--- src/rtl/sw_guard_wdt.sv ---
module sw_guard_wdt #(
  parameter int          DIV         = 4,
  parameter logic [15:0] DEF_TIMEOUT = 16'h0100,
  parameter logic [15:0] KEY_A       = 16'h5555,
  parameter logic [15:0] KEY_B       = 16'hAAAA
) (
  input  logic        clk,
  input  logic        rst_n,
  input  logic        wr_en,
  input  logic        rd_en,
  input  logic        secure,
  input  logic [1:0]  addr,
  input  logic [15:0] wdata,
  output logic [15:0] rdata,
  output logic        sec_irq,
  output logic        sec_viol,
  output logic        acc_err
);
  localparam int            PW    = (DIV > 1) ? $clog2(DIV) : 1;
  localparam logic [PW-1:0] PLAST = PW'(DIV - 1);
  localparam logic [1:0]    A_CTRL = 2'd0, A_TMO = 2'd1, A_SVC = 2'd2, A_CNT = 2'd3;

  typedef enum logic [1:0] {S_OFF = 2'd0, S_ARM = 2'd1, S_IRQ = 2'd2, S_VIOL = 2'd3} st_t;

  st_t           st;
  logic [15:0]   tmo, cnt;
  logic [PW-1:0] pc;
  logic          key1, err;

  logic s_wr, running, tick, expire, go, svc_wr, kick;
  assign s_wr    = wr_en & secure;
  assign running = (st == S_ARM) || (st == S_IRQ);
  assign tick    = running && (pc == PLAST);
  assign expire  = tick && (cnt == 16'd0);
  assign go      = s_wr && (addr == A_CTRL) && wdata[0] && (st == S_OFF);
  assign svc_wr  = s_wr && (addr == A_SVC);
  assign kick    = svc_wr && key1 && (wdata == KEY_B) && running;

  always_ff @(posedge clk) begin
    if (!rst_n) begin
      st   <= S_OFF;
      tmo  <= DEF_TIMEOUT;
      cnt  <= '0;
      pc   <= '0;
      key1 <= 1'b0;
      err  <= 1'b0;
    end else begin
      if ((wr_en || rd_en) && !secure) err <= 1'b1;
      if (s_wr && addr == A_TMO) tmo <= wdata;
      if (svc_wr) key1 <= (wdata == KEY_A);
      if (go || kick) begin
        st  <= S_ARM;
        cnt <= tmo;
        pc  <= '0;
      end else if (running) begin
        pc <= tick ? '0 : pc + PW'(1);
        if (expire) begin
          cnt <= tmo;
          st  <= (st == S_ARM) ? S_IRQ : S_VIOL;
        end else if (tick) begin
          cnt <= cnt - 16'd1;
        end
      end
    end
  end

  always_comb begin
    rdata = '0;
    if (rd_en && secure) begin
      case (addr)
        A_CTRL:  rdata = {12'd0, err, st, (st != S_OFF)};
        A_TMO:   rdata = tmo;
        A_CNT:   rdata = cnt;
        default: rdata = '0;
      endcase
    end
  end

  assign sec_irq  = (st == S_IRQ);
  assign sec_viol = (st == S_VIOL);
  assign acc_err  = err;

  a_r9_viol_hold: assert property (@(posedge clk) disable iff (!rst_n)
    sec_viol |=> sec_viol);
  a_r3_enable_hold: assert property (@(posedge clk) disable iff (!rst_n)
    (st != S_OFF) |=> (st != S_OFF));
  a_r4_err_hold: assert property (@(posedge clk) disable iff (!rst_n)
    acc_err |=> acc_err);
  a_r4_nonsec_cfg: assert property (@(posedge clk) disable iff (!rst_n)
    (wr_en && !secure) |=> $stable(tmo));
  a_r6_viol_after_irq: assert property (@(posedge clk) disable iff (!rst_n)
    $rose(sec_viol) |-> $past(sec_irq));
  a_r7_kick_rearm: assert property (@(posedge clk) disable iff (!rst_n)
    kick |=> (st == S_ARM && cnt == $past(tmo)));
endmodule

--- config.mk ---
export PLATFORM = sky130hd
export DESIGN_NAME = sw_guard_wdt
export DESIGN_NICKNAME = d
export VERILOG_FILES = /design/src/rtl/sw_guard_wdt.sv
export SDC_FILE = /design/constraint.sdc
export NUM_CORES = 1
export LEC_CHECK = 0
export ABC_AREA = 1
export BUFFER_PORTS_ARGS = -buffer_cell sky130_fd_sc_hd__buf_2
export CAP_MARGIN = 0
export CORE_AREA = 3 3 70 85
export DETAILED_ROUTE_END_ITERATION = 16
export DIE_AREA = 0 0 73 88
export GPL_TIMING_DRIVEN = 0
export PLACE_DENSITY_LB_ADDON = 0.25
export SYNTH_ARGS = -nofsm -noshare
export SYNTH_HDL_FRONTEND = slang
export SYNTH_SLANG_ARGS = --single-unit
--- constraint.sdc ---
create_clock -name clk -period 2.5 [get_ports clk]
set_input_delay 0.125 -clock clk [delete_from_list [all_inputs] [get_ports clk]]
set_output_delay 0.125 -clock clk [all_outputs]
set_load 0.05 [all_outputs]
; Word level (Yosys, flattened, before mapping)
; Index checks and enable logic that the tools add are counted.
[totals]
output_inout_bits = 19
reg_bits = 38
[op_classes]
reduce_logical = 27
add_sub_neg = 2
n_mux = 11
eq_ne = 9
bitwise = 2
[ops]
columns = op, count
row1 = 2-to-1 mux 16 bit, 5
row2 = one-hot mux 16 bit (3 select lines), 1
row3 = equality test 16 x 15 -> 1 bit (second input constant), 1
row4 = equality test 16 bit (second input constant), 1
row5 = logical NOT 16 bit, 1
row6 = subtractor 16 x 1 -> 16 bit (second input constant), 1
row7 = logical AND 1 bit, 12
row8 = equality test 2 bit (second input constant), 5
row9 = AND reduction 2 bit, 3
row10 = nonzero test 2 bit, 3
row11 = equality test 2 x 1 -> 1 bit (second input constant), 2
row12 = logical NOT 2 bit, 2
row13 = 2-to-1 mux 1 bit, 4
row14 = logical OR 1 bit, 3
row15 = nonzero test 3 bit, 1
row16 = adder 2 x 1 -> 2 bit (second input constant), 1
row17 = 2-to-1 mux 2 bit, 1
row18 = OR reduction 2 bit, 1
row19 = bitwise AND 1 bit, 1
row20 = logical NOT 1 bit, 1
row21 = NOT 1 bit, 1

; Logic depth before layout (Yosys ltp)
; Gate-level depths: netlist of the first run.
[logic_depth]
depth_word = 8
depth_mapped = 14
ltp_nobuf = 13

; Least setup slack after synthesis of the first run
; No wires, ideal clock.
[synth_path]
kind = register to register
start = reg st[0]
end = reg cnt[10]
path_buffers = 0
path_stages_with_launch = 11
synth_period_minus_slack_ps = 1810
required_time_ps = 2365
setup_ps = 135
t_arrival_ps = 1675
slack_ps = 690
path_cell_list = dfxtp_1 > inv_1 > ha_1 > nand2_1 > inv_1 > nand3_2 > inv_1 > nor2_2 > nand2_1 > nand3_1 > a21oi_1
[synth_via]
elab_chain_cells = 7
elab_cells_between_ends = 15
cone_classes = eq/ne (2) / mux (3) / reduce/logical (10)
[synth_rtl]
columns = item, line
row1 = start: declaration, 25  ; st_t st;
row2 = start signal: assignment, 59  ; st <= (st == S_ARM) ? S_IRQ : S_VIOL;
row3 = equality test 2 x 1 -> 1 bit / equality test 2 bit (equally long branches), 32  ; assign running = (st == S_ARM) || (st == S_IRQ);
row4 = logical OR 1 bit *, 32
row5 = named net running, 30  ; logic s_wr, running, tick, expire, go, svc_wr, kick;
row6 = logical AND 1 bit, 33  ; assign tick = running && (pc == PLAST);
row7 = logical AND 1 bit, 34  ; assign expire = tick && (cnt == 16'd0);
row8 = 2-to-1 mux 16 bit, 57  ; if (expire) begin
row9 = 2-to-1 mux 16 bit, 55  ; end else if (running) begin
row10 = 2-to-1 mux 16 bit, 51  ; if (go || kick) begin
row11 = end signal: assignment, 53  ; cnt <= tmo;
row12 = end signal: assignment, 58  ; cnt <= tmo;
row13 = end signal: assignment, 61  ; cnt <= cnt - 16'd1;
row14 = end: declaration, 26  ; logic [15:0] tmo, cnt;
; The timed path passes the listed nets; every way through them passes the cells marked *. The select of a mux whose other input is x is not followed.
; A chain may end at the register's enable or synchronous reset.

; Worst setup path in the final report of the first run
[layout_path]
start = reg st[0]
end = reg cnt[9]
; Same word-level chain as after synthesis.

==> impl_metrics.tcl, run 1 <==
set metrics [dict create \
    fin_crit_sh_pct 91.36 \
    clk_pin_slew_ns 0.08 \
    required_ns 2.66 \
    ys_seq_elements 38 \
    crit_arrival_ns 2.44 \
    ys_warn_count 0 \
    wl_met3_um 389 \
    p_seq_share_pct 47.4 \
    rows 29 \
    vdd_drop_max_mv 0.3578 \
    port_buffers 40 \
    remaining_drc_errors 0 \
    grt_setup_unrepaired "no" \
    nFillCells 494 \
    p_clk_share_pct 33.5 \
    nets 483 \
    place_congestion 0.9538 \
    synthDistinctLibCells 35 \
    cts-hold-fix-buffers 0 \
    worst_slew_pin_slew_ns 0.6870 \
    grt_max_degree 12 \
    min_period_ns 2.284 \
    grt-ovfl-total 0 \
    crit_type "reg2reg" \
    die-area_sq_mm 0.006424 \
    cap_viol_max_count 0 \
    insertedDiodeCount 0 \
    netlist_area_sq_mm 0.002571 \
    postRouteAntennaNets 0 \
    drive_gt1_share_pct 16.04 \
    max_freq_mhz 437.8 \
    hold_slack_ns 0.09123 \
    multi_input_area_sq_mm 0.001466 \
    wirelength_mm 6.546 \
    area_growth_pct 14.36 \
    cts_tree "built" \
    top_layer "met4" \
    comb_power_share_pct 19.1 \
    wl_met2_mm 3.236 \
    slew_headroom_pct 54.20 \
    h-tree-depth 2 \
    skew_ns 0.005184 \
    preCtsSetupSlack_ns 0.2422 \
    post_cts_buffers 0 \
    regArea_sq_um 760.7 \
    hold_viol 0 \
    grt_pass1_wl_mm 11.22 \
    switching_share_pct 29.95 \
    netlist_instances 407 \
    die_y_um 88 \
    wl_met1_mm 2.867 \
    synthArstFlopShare_pct 0 \
    via_count 2655 \
    numCtsBuffers 5 \
    synth-seq-area-share_pct 29.59 \
    syn_nets 436 \
    post_cts_resized 0 \
    clk_latency_ns 0.29 \
    synth_common_cells "nand2_1 (104), inv_1 (61), a21oi_1 (43), dfxtp_1 (38), nor2_1 (34)" \
    synth-edff-count 0 \
    drtPass1Iterations 4 \
    synth_most_common_cell "nand2_1" \
    drv_slew 0 \
    die_w_um 73 \
    grt_util_all_layers_pct 21.98 \
    vias_per_cell 5.135 \
    synth.area.top_cells "dfxtp_1 (30%), nand2_1 (15%), inv_1 (8.9%), a21oi_1 (8.4%), nand3_1 (5.3%)" \
    synth_top_area_share_pct 29.59 \
    power.total_mw 1.342 \
    fin_ws_ns 0.2161 \
    coreArea_sq_mm 0.005261 \
    ys.flop_type "dfxtp_1" \
    p_leak_nw 1.411 \
    clkSinkCount 38 \
    power_density_mw_per_mm2 456.5 \
    grt_pass1_vias 2494 \
    antenna_found_initial 0 \
    ios 42 \
    post-dp-hpwl_mm 5.231 \
    numPlacedInstances 509 \
    p_int_uw 940.3 \
    clk_path_buf_depth 2 \
    switching_power_uw 402.0 \
    start_util_pct 48.87 \
    syn_avg_cell_area_sq_um 6.317 \
    drt_iter0_drc 152 \
    yosysTopAreaCell "dfxtp_1" \
    instances_no_fill 517 \
    setup_viol 0 \
    clockRootBuffer "clkbuf_8" \
    critPathLaunchType "flip-flop" \
    cp-end-kind "flip-flop" \
    hold_class "in2reg" \
    wl_per_cell_um 12.66 \
    finalSetupTns_ns 0 \
    cp_max_fo 10 \
    status "finished, final reports clean" \
]
-- final timing paths --
kind,startpoint,slack (ns),end,depth (start not counted)
max reg2reg,st[0],0.22,cnt[9],10
min reg2reg,key1,0.47,key1,2
min,wdata[8],0.09,tmo[8],3
max,st[0],0.22,cnt[9],10
-- power by group through the flow --
stage,Sequential [mW],Combinational (mW),Clock [mW]
CTS,0.636,0.256,0.456
detailed placement,0.650,0.255,0
global placement,0.650,0.252,0
finish,0.636,0.257,0.449
floorplan,0.651,0.188,0
global route,0.639,0.297,0.483
-- routing by layer --
layer | vias up | GRT usage (%)
met1 | 1189 | 27.54
met2 | 66 | 38.08
met5 | - | 0
met3 | 4 | 3.674
met4 | 0 | 6.711
li1 | 1396 | -
-- cell families (layout without fill, tap and decap cells) --
| group | Yosys count | after routing | synth area share, % |
|---|---|---|---|
| AND/OR/NAND/NOR | 199 | 199 | 35.62 |
| AO/OA/AOI/OAI | 78 | 78 | 16.11 |
| XOR/XNOR | 7 | 7 | 2.384 |
| adder cells (fa/ha/maj) | 6 | 6 | 2.920 |
| flip-flops | 38 | 38 | 29.59 |
| buffers and inverters | 79 | 127 | 13.38 |
-- flip-flops by register name (all words and copies together) (netlist names) --
signal	count
cnt	16
tmo	16
pc	2
st	2
acc_err	1
key1	1
-- cell usage in the layout, fill, tap and decap left out, types with 5 or more instances in the layout --
| cell | Yosys | routed |
|---|---|---|
| buf_2 | 3 | 43 |
| clkbuf_8 | 0 | 6 |
| nand3_2 | 6 | 6 |
| clkbuf_1 | 5 | 6 |
| nand4_1 | 9 | 9 |
| inv_1 | 61 | 61 |
| ha_1 | 6 | 6 |
| a21oi_1 | 43 | 43 |
| o21ai_0 | 22 | 22 |
| nand2_1 | 104 | 104 |
| xnor2_1 | 5 | 5 |
| dfxtp_1 | 38 | 38 |
| nor2_1 | 34 | 34 |
| nand3_1 | 27 | 27 |
| nor3_1 | 6 | 6 |
-- worst max-delay path, stage by stage (launching register included) --
cell and delay, ns:
dfxtp_1 0.38, inv_1 0.12, ha_1 0.43, nand2_1 0.19, inv_1 0.17, nand3_2 0.21
nand3_2 0.15, buf_2 0.25, nand2_1 0.11, nand3_2 0.08, a21oi_2 0.05
-- metrics by stage --
| stage | util (%) | cell area, sq um |
|---|---|---|
| 2_1_floorplan | - | 2571 |
| 3_3_place_gp | 54.15 | 2849 |
| 3_5_place_dp | 54.15 | 2849 |
| 4_1_cts | 55.89 | 2940 |
| 5_1_grt | 55.89 | 2940 |
| 6_report | 55.89 | 2940 |
-- area by class of cell --
| type | count | share of cell area, % |
|---|---|---|
| clock buffer | 7 | 2.936 |
| inverter | 64 | 8.255 |
| multi-input combinational | 290 | 49.87 |
| tap | 62 | 2.638 |
| timing repair buffer | 40 | 6.809 |
| clock inverter | 1 | 0.1702 |
| buffer | 15 | 3.447 |
| sequential | 38 | 25.87 |
Note: power is estimated with default switching activity, not from simulation.
==> inputs of run 2 (changes only) <==
PLACE_DENSITY = 0.7   (was default)
PLACE_DENSITY_LB_ADDON = default   (was 0.25)
==> run 2 against run 1 <==
  * Maximum frequency down 0.30%
  * Routed wire length up 4.4%
  * Sequential power about the same
  * Critical path type unchanged
  * Critical path depth unchanged
==> impl_metrics.tcl, run 2 (synthesis results as in run 1) <==
set metrics [dict create \
    status "finished, final reports clean" \
    crit_type "reg2reg" \
    numPlacedInstances 509 \
    cts_tree "built" \
    finalSetupTns_ns 0 \
    preCtsSetupSlack_ns 0.2663 \
    cap_viol_max_count 0 \
    skew_ns 0.007525 \
    cp-end-kind "flip-flop" \
    die-area_sq_mm 0.006424 \
    crit_chain "inv_1, ha_1, nand2_1, inv_1, nand3_2, nand3_2, buf_2, nand2_1, nand3_1, a21oi_1" \
    clkSinkCount 38 \
    grt_util_all_layers_pct 22.09 \
    drv_slew 0 \
    critPathLaunchType "flip-flop" \
    drtPass1Iterations 5 \
    nFillCells 528 \
    grt_pass1_wl_mm 11.21 \
    via_count 2730 \
    vdd_drop_max_mv 0.2819 \
    die_y_um 88 \
    cts-hold-fix-buffers 0 \
    rrSetupSlack_ns 0.21 \
    start_util_pct 48.87 \
    required_ns 2.65 \
    grt_setup_unrepaired "no" \
    postRouteAntennaNets 0 \
    final_cell_mix "nand2_1 (104), inv_1 (61), a21oi_1 (43), buf_2 (43), dfxtp_1 (38)" \
    antenna_found_initial 0 \
    remaining_drc_errors 0 \
    coreArea_sq_mm 0.005261 \
    setup_viol 0 \
    insertedDiodeCount 0 \
    drive_gt1_share_pct 16.04 \
    clk_latency_ns 0.29 \
    crit_arrival_ns 2.44 \
    p_leak_nw 1.411 \
    vias_per_cell 5.280 \
    hold_class "in2reg" \
    nets 483 \
    drt_iter0_drc 177 \
    h-tree-depth 2 \
    cp_slowest_stage_delay_ns 0.44 \
    reg_top3 "cnt (16), tmo (16)" \
    wirelength_mm 6.835 \
    cp_max_fo 10 \
    min_period_ns 2.291 \
    rows 29 \
    instances_no_fill 517 \
    max_freq_mhz 436.5 \
    die_w_um 73 \
    post_cts_buffers 0 \
    area_growth_pct 14.36 \
    place_congestion 0.9438 \
    hold_viol 0 \
    wl_per_cell_um 13.22 \
    grt_max_degree 12 \
    post-dp-hpwl_mm 5.327 \
    mostFrequentLayoutCell "nand2_1" \
    ios 42 \
    clk_path_buf_depth 2 \
    clk_pin_slew_ns 0.08 \
    worst_slew_pin_slew_ns 0.6641 \
    grt_pass1_vias 2450 \
    grt-ovfl-total 0 \
    slowest_stage "ha_1" \
    slew_headroom_pct 55.73 \
    fin_ws_ns 0.2091 \
    port_buffers 40 \
    power_density_mw_per_mm2 456.4 \
    post_cts_resized 0 \
    fin_crit_sh_pct 91.63 \
    clockRootBuffer "clkbuf_8" \
    numCtsBuffers 5 \
]
==> run 2: stage by stage <==
stage	util (%)	power, mW	cell area [sq um]	hold slack (ns)
after global placement	54.15	0.9043	2849	0.3880
after CTS	55.89	1.344	2940	0.09624
final	55.89	1.342	2940	0.09551
after detailed placement	54.15	0.9072	2849	0.3942
after global routing	55.89	1.408	2940	0.1150
after floorplan	-	0.8382	2571	0.2554
==> run 2: per-layer routing <==
layer | GRT usage, % | wire length [um]
met1 | 28.07 | 3036
met2 | 37.18 | 3331
met3 | 4.248 | 348
met4 | 7.215 | 119
met5 | 0 | 0
==> run 2: path summary, 6_finish.rpt <==
kind | start | cells past startpoint | endpoint
hold / removal | wdata[2] | 3 | tmo[2]
setup / recovery | st[0] | 10 | cnt[15]
setup reg to reg | st[0] | 10 | cnt[15]
hold reg to reg | key1 | 2 | key1
==> run 2: critical path: cells and delay by family (launching register included) <==
kind | cells | cell delay, ns
adder cells (fa/ha/maj) | 1 | 0.44
AO/OA/AOI/OAI | 1 | 0.06
flip-flops | 1 | 0.38
buffers and inverters | 3 | 0.52
AND/OR/NAND/NOR | 5 | 0.75
==> run 2: where the power goes <==
| group | leakage (nW) | switching [mW] | internal (mW) |
|---|---|---|---|
| Combinational | 1.06 | 0.164 | 0.0956 |
| Sequential | 0.308 | 0.0150 | 0.622 |
| Clock | 0.0482 | 0.222 | 0.223 |
| Total | 1.41 | 0.402 | 0.940 |
==> run 2: layout make-up <==
class	instances	area, sq um	share of cell area (%)
clock inverters	1	5.005	0.1702
multi-input cells	290	1466	49.87
plain buffers	15	101.3	3.447
clock buffers	7	86.33	2.936
inverters	64	242.7	8.255
well taps	62	77.57	2.638
flip-flops and latches	38	760.7	25.87
repair buffers	40	200.2	6.809
==> inputs of run 3 (changes only) <==
GPL_TIMING_DRIVEN = default   (was 0)
==> run 3 against run 2 <==
  * Cell count is 2.3% lower
  * Setup slack better by 0.062 ns
  * Critical path depth is 1 lower
  * Global-route usage is 0.15 points higher
  * Utilization is 1.1 points lower
  * Via count is 1.6% lower
  * Design area is 2.0% lower
==> impl_metrics.tcl, run 3 (synthesis results as in run 1) <==
set metrics [dict create \
    die_w_um 73 \
    finalSetupTns_ns 0 \
    remaining_drc_errors 0 \
    cp-end-kind "flip-flop" \
    regArea_sq_um 760.7 \
    start_util_pct 48.87 \
    cap_viol_max_count 0 \
    fin_ws_ns 0.2716 \
    multi_input_area_sq_mm 0.001466 \
    design_area_sq_mm 0.002882 \
    h-tree-depth 2 \
    grt_util_all_layers_pct 22.24 \
    ios 42 \
    place_congestion 0.9316 \
    grt_max_degree 23 \
    port_buffers 41 \
    hold_viol 0 \
    p_leak_nw 1.374 \
    nets 471 \
    die-area_sq_mm 0.006424 \
    wl_per_cell_um 13.21 \
    drtPass1Iterations 5 \
    vdd_drop_max_mv 0.3131 \
    hold_class "in2reg" \
    post-dp-hpwl_mm 5.223 \
    preCtsSetupSlack_ns 0.3016 \
    reg2regPathDepth 9 \
    status "finished, final reports clean" \
    coreArea_sq_mm 0.005261 \
    cts-hold-fix-buffers 0 \
    power.total_mw 1.422 \
    grt-ovfl-total 0 \
    numPlacedInstances 497 \
    rows 29 \
    area_growth_pct 12.07 \
    die_y_um 88 \
    post_cts_resized 0 \
    drive_gt1_share_pct 15.58 \
    fin_crit_sh_pct 89.14 \
    nFillCells 527 \
    wirelength_mm 6.671 \
    post_cts_buffers 0 \
    crit_family "simple AND/OR/NAND/NOR gates" \
    worst_slew_pin_slew_ns 0.5970 \
    crit_chain "inv_1, ha_1, nand2_1, inv_1, nand3_2, nand3_2, o211ai_1, nand2_1, inv_1" \
    crit_arrival_ns 2.47 \
    cpMostUsedCell "inv_1" \
    vias_per_cell 5.317 \
    wl_met1_mm 2.925 \
    crit_type "reg2reg" \
    setup_viol 0 \
    clkSinkCount 38 \
    reg_top3 "cnt (16), tmo (16)" \
    drv_slew 0 \
    grt_setup_unrepaired "no" \
    top_layer "met4" \
    slew_headroom_pct 60.16 \
    grt_pass1_wl_mm 11.28 \
    wl_met2_mm 3.317 \
    power_density_mw_per_mm2 493.6 \
    clk_latency_ns 0.30 \
    antenna_found_initial 0 \
    hold_path_depth 3 \
    clk_pin_slew_ns 0.08 \
    insertedDiodeCount 0 \
    clk_path_buf_depth 2 \
    cp_max_fo 21 \
    final_cell_mix "nand2_1 (104), inv_1 (61), a21oi_1 (43)" \
    mostFrequentLayoutCell "nand2_1" \
    required_ns 2.74 \
    postRouteAntennaNets 0 \
    cts_tree "built" \
    skew_ns 0.01297 \
    grt_pass1_vias 2422 \
    drt_iter0_drc 140 \
    clockRootBuffer "clkbuf_8" \
    instances_no_fill 505 \
    cp_slowest_stage_delay_ns 0.39 \
    cp.depth 9 \
    via_count 2685 \
    wl_met3_um 335 \
    critPathBufInv 3 \
    min_period_ns 2.228 \
    place_area_sq_mm 0.002768 \
    numCtsBuffers 5 \
    slowest_stage "nand3_2" \
    max_freq_mhz 448.7 \
    critPathLaunchType "flip-flop" \
]
## run 3: per-layer routing
metal	GRT usage (%)	up-vias
met4	6.544	0
met5	0	-
met1	28.88	1225
met2	37.51	74
met3	3.674	9
li1	-	1377
## run 3: layout make-up
| class | count | share of cell area [%] |
|---|---|---|
| sequential | 38 | 26.40 |
| clock buffer | 5 | 2.388 |
| clock inverter | 3 | 1.563 |
| tap | 62 | 2.692 |
| multi-input combinational | 290 | 50.89 |
| inverter | 64 | 8.424 |
| timing repair buffer | 43 | 7.642 |
## run 3: final timing paths
kind,to,from,slack (ns)
worst max-delay path,cnt[0],st[0],0.27
worst min register to register,tmo[0],tmo[0],0.48
worst max register to register,cnt[0],st[0],0.27
worst min-delay path,tmo[8],wdata[8],0.09
## run 3: report_power, final
part,leakage (nW),switching [mW],internal (mW)
logic,1.02,0.163,0.0906
registers,0.308,0.0156,0.622
clock network,0.0504,0.235,0.297
total,1.37,0.413,1.01
## run 3: metrics by stage
step / hold WS (ns) / util [%]
after detailed placement: 0.3911 / 52.60
after global placement: 0.3855 / 52.60
after global routing: 0.1088 / 54.77
after floorplan: 0.2554 / -
final: 0.08819 / 54.77
after CTS: 0.08494 / 54.77
## run 3: tightest hold or removal path: cells and delay by family
| kind | cells | cell delay [ns] |
|---|---|---|
| buf+inv | 1 | 0.11 |
| compound gates | 1 | 0.06 |
| simple gates | 1 | 0.05 |
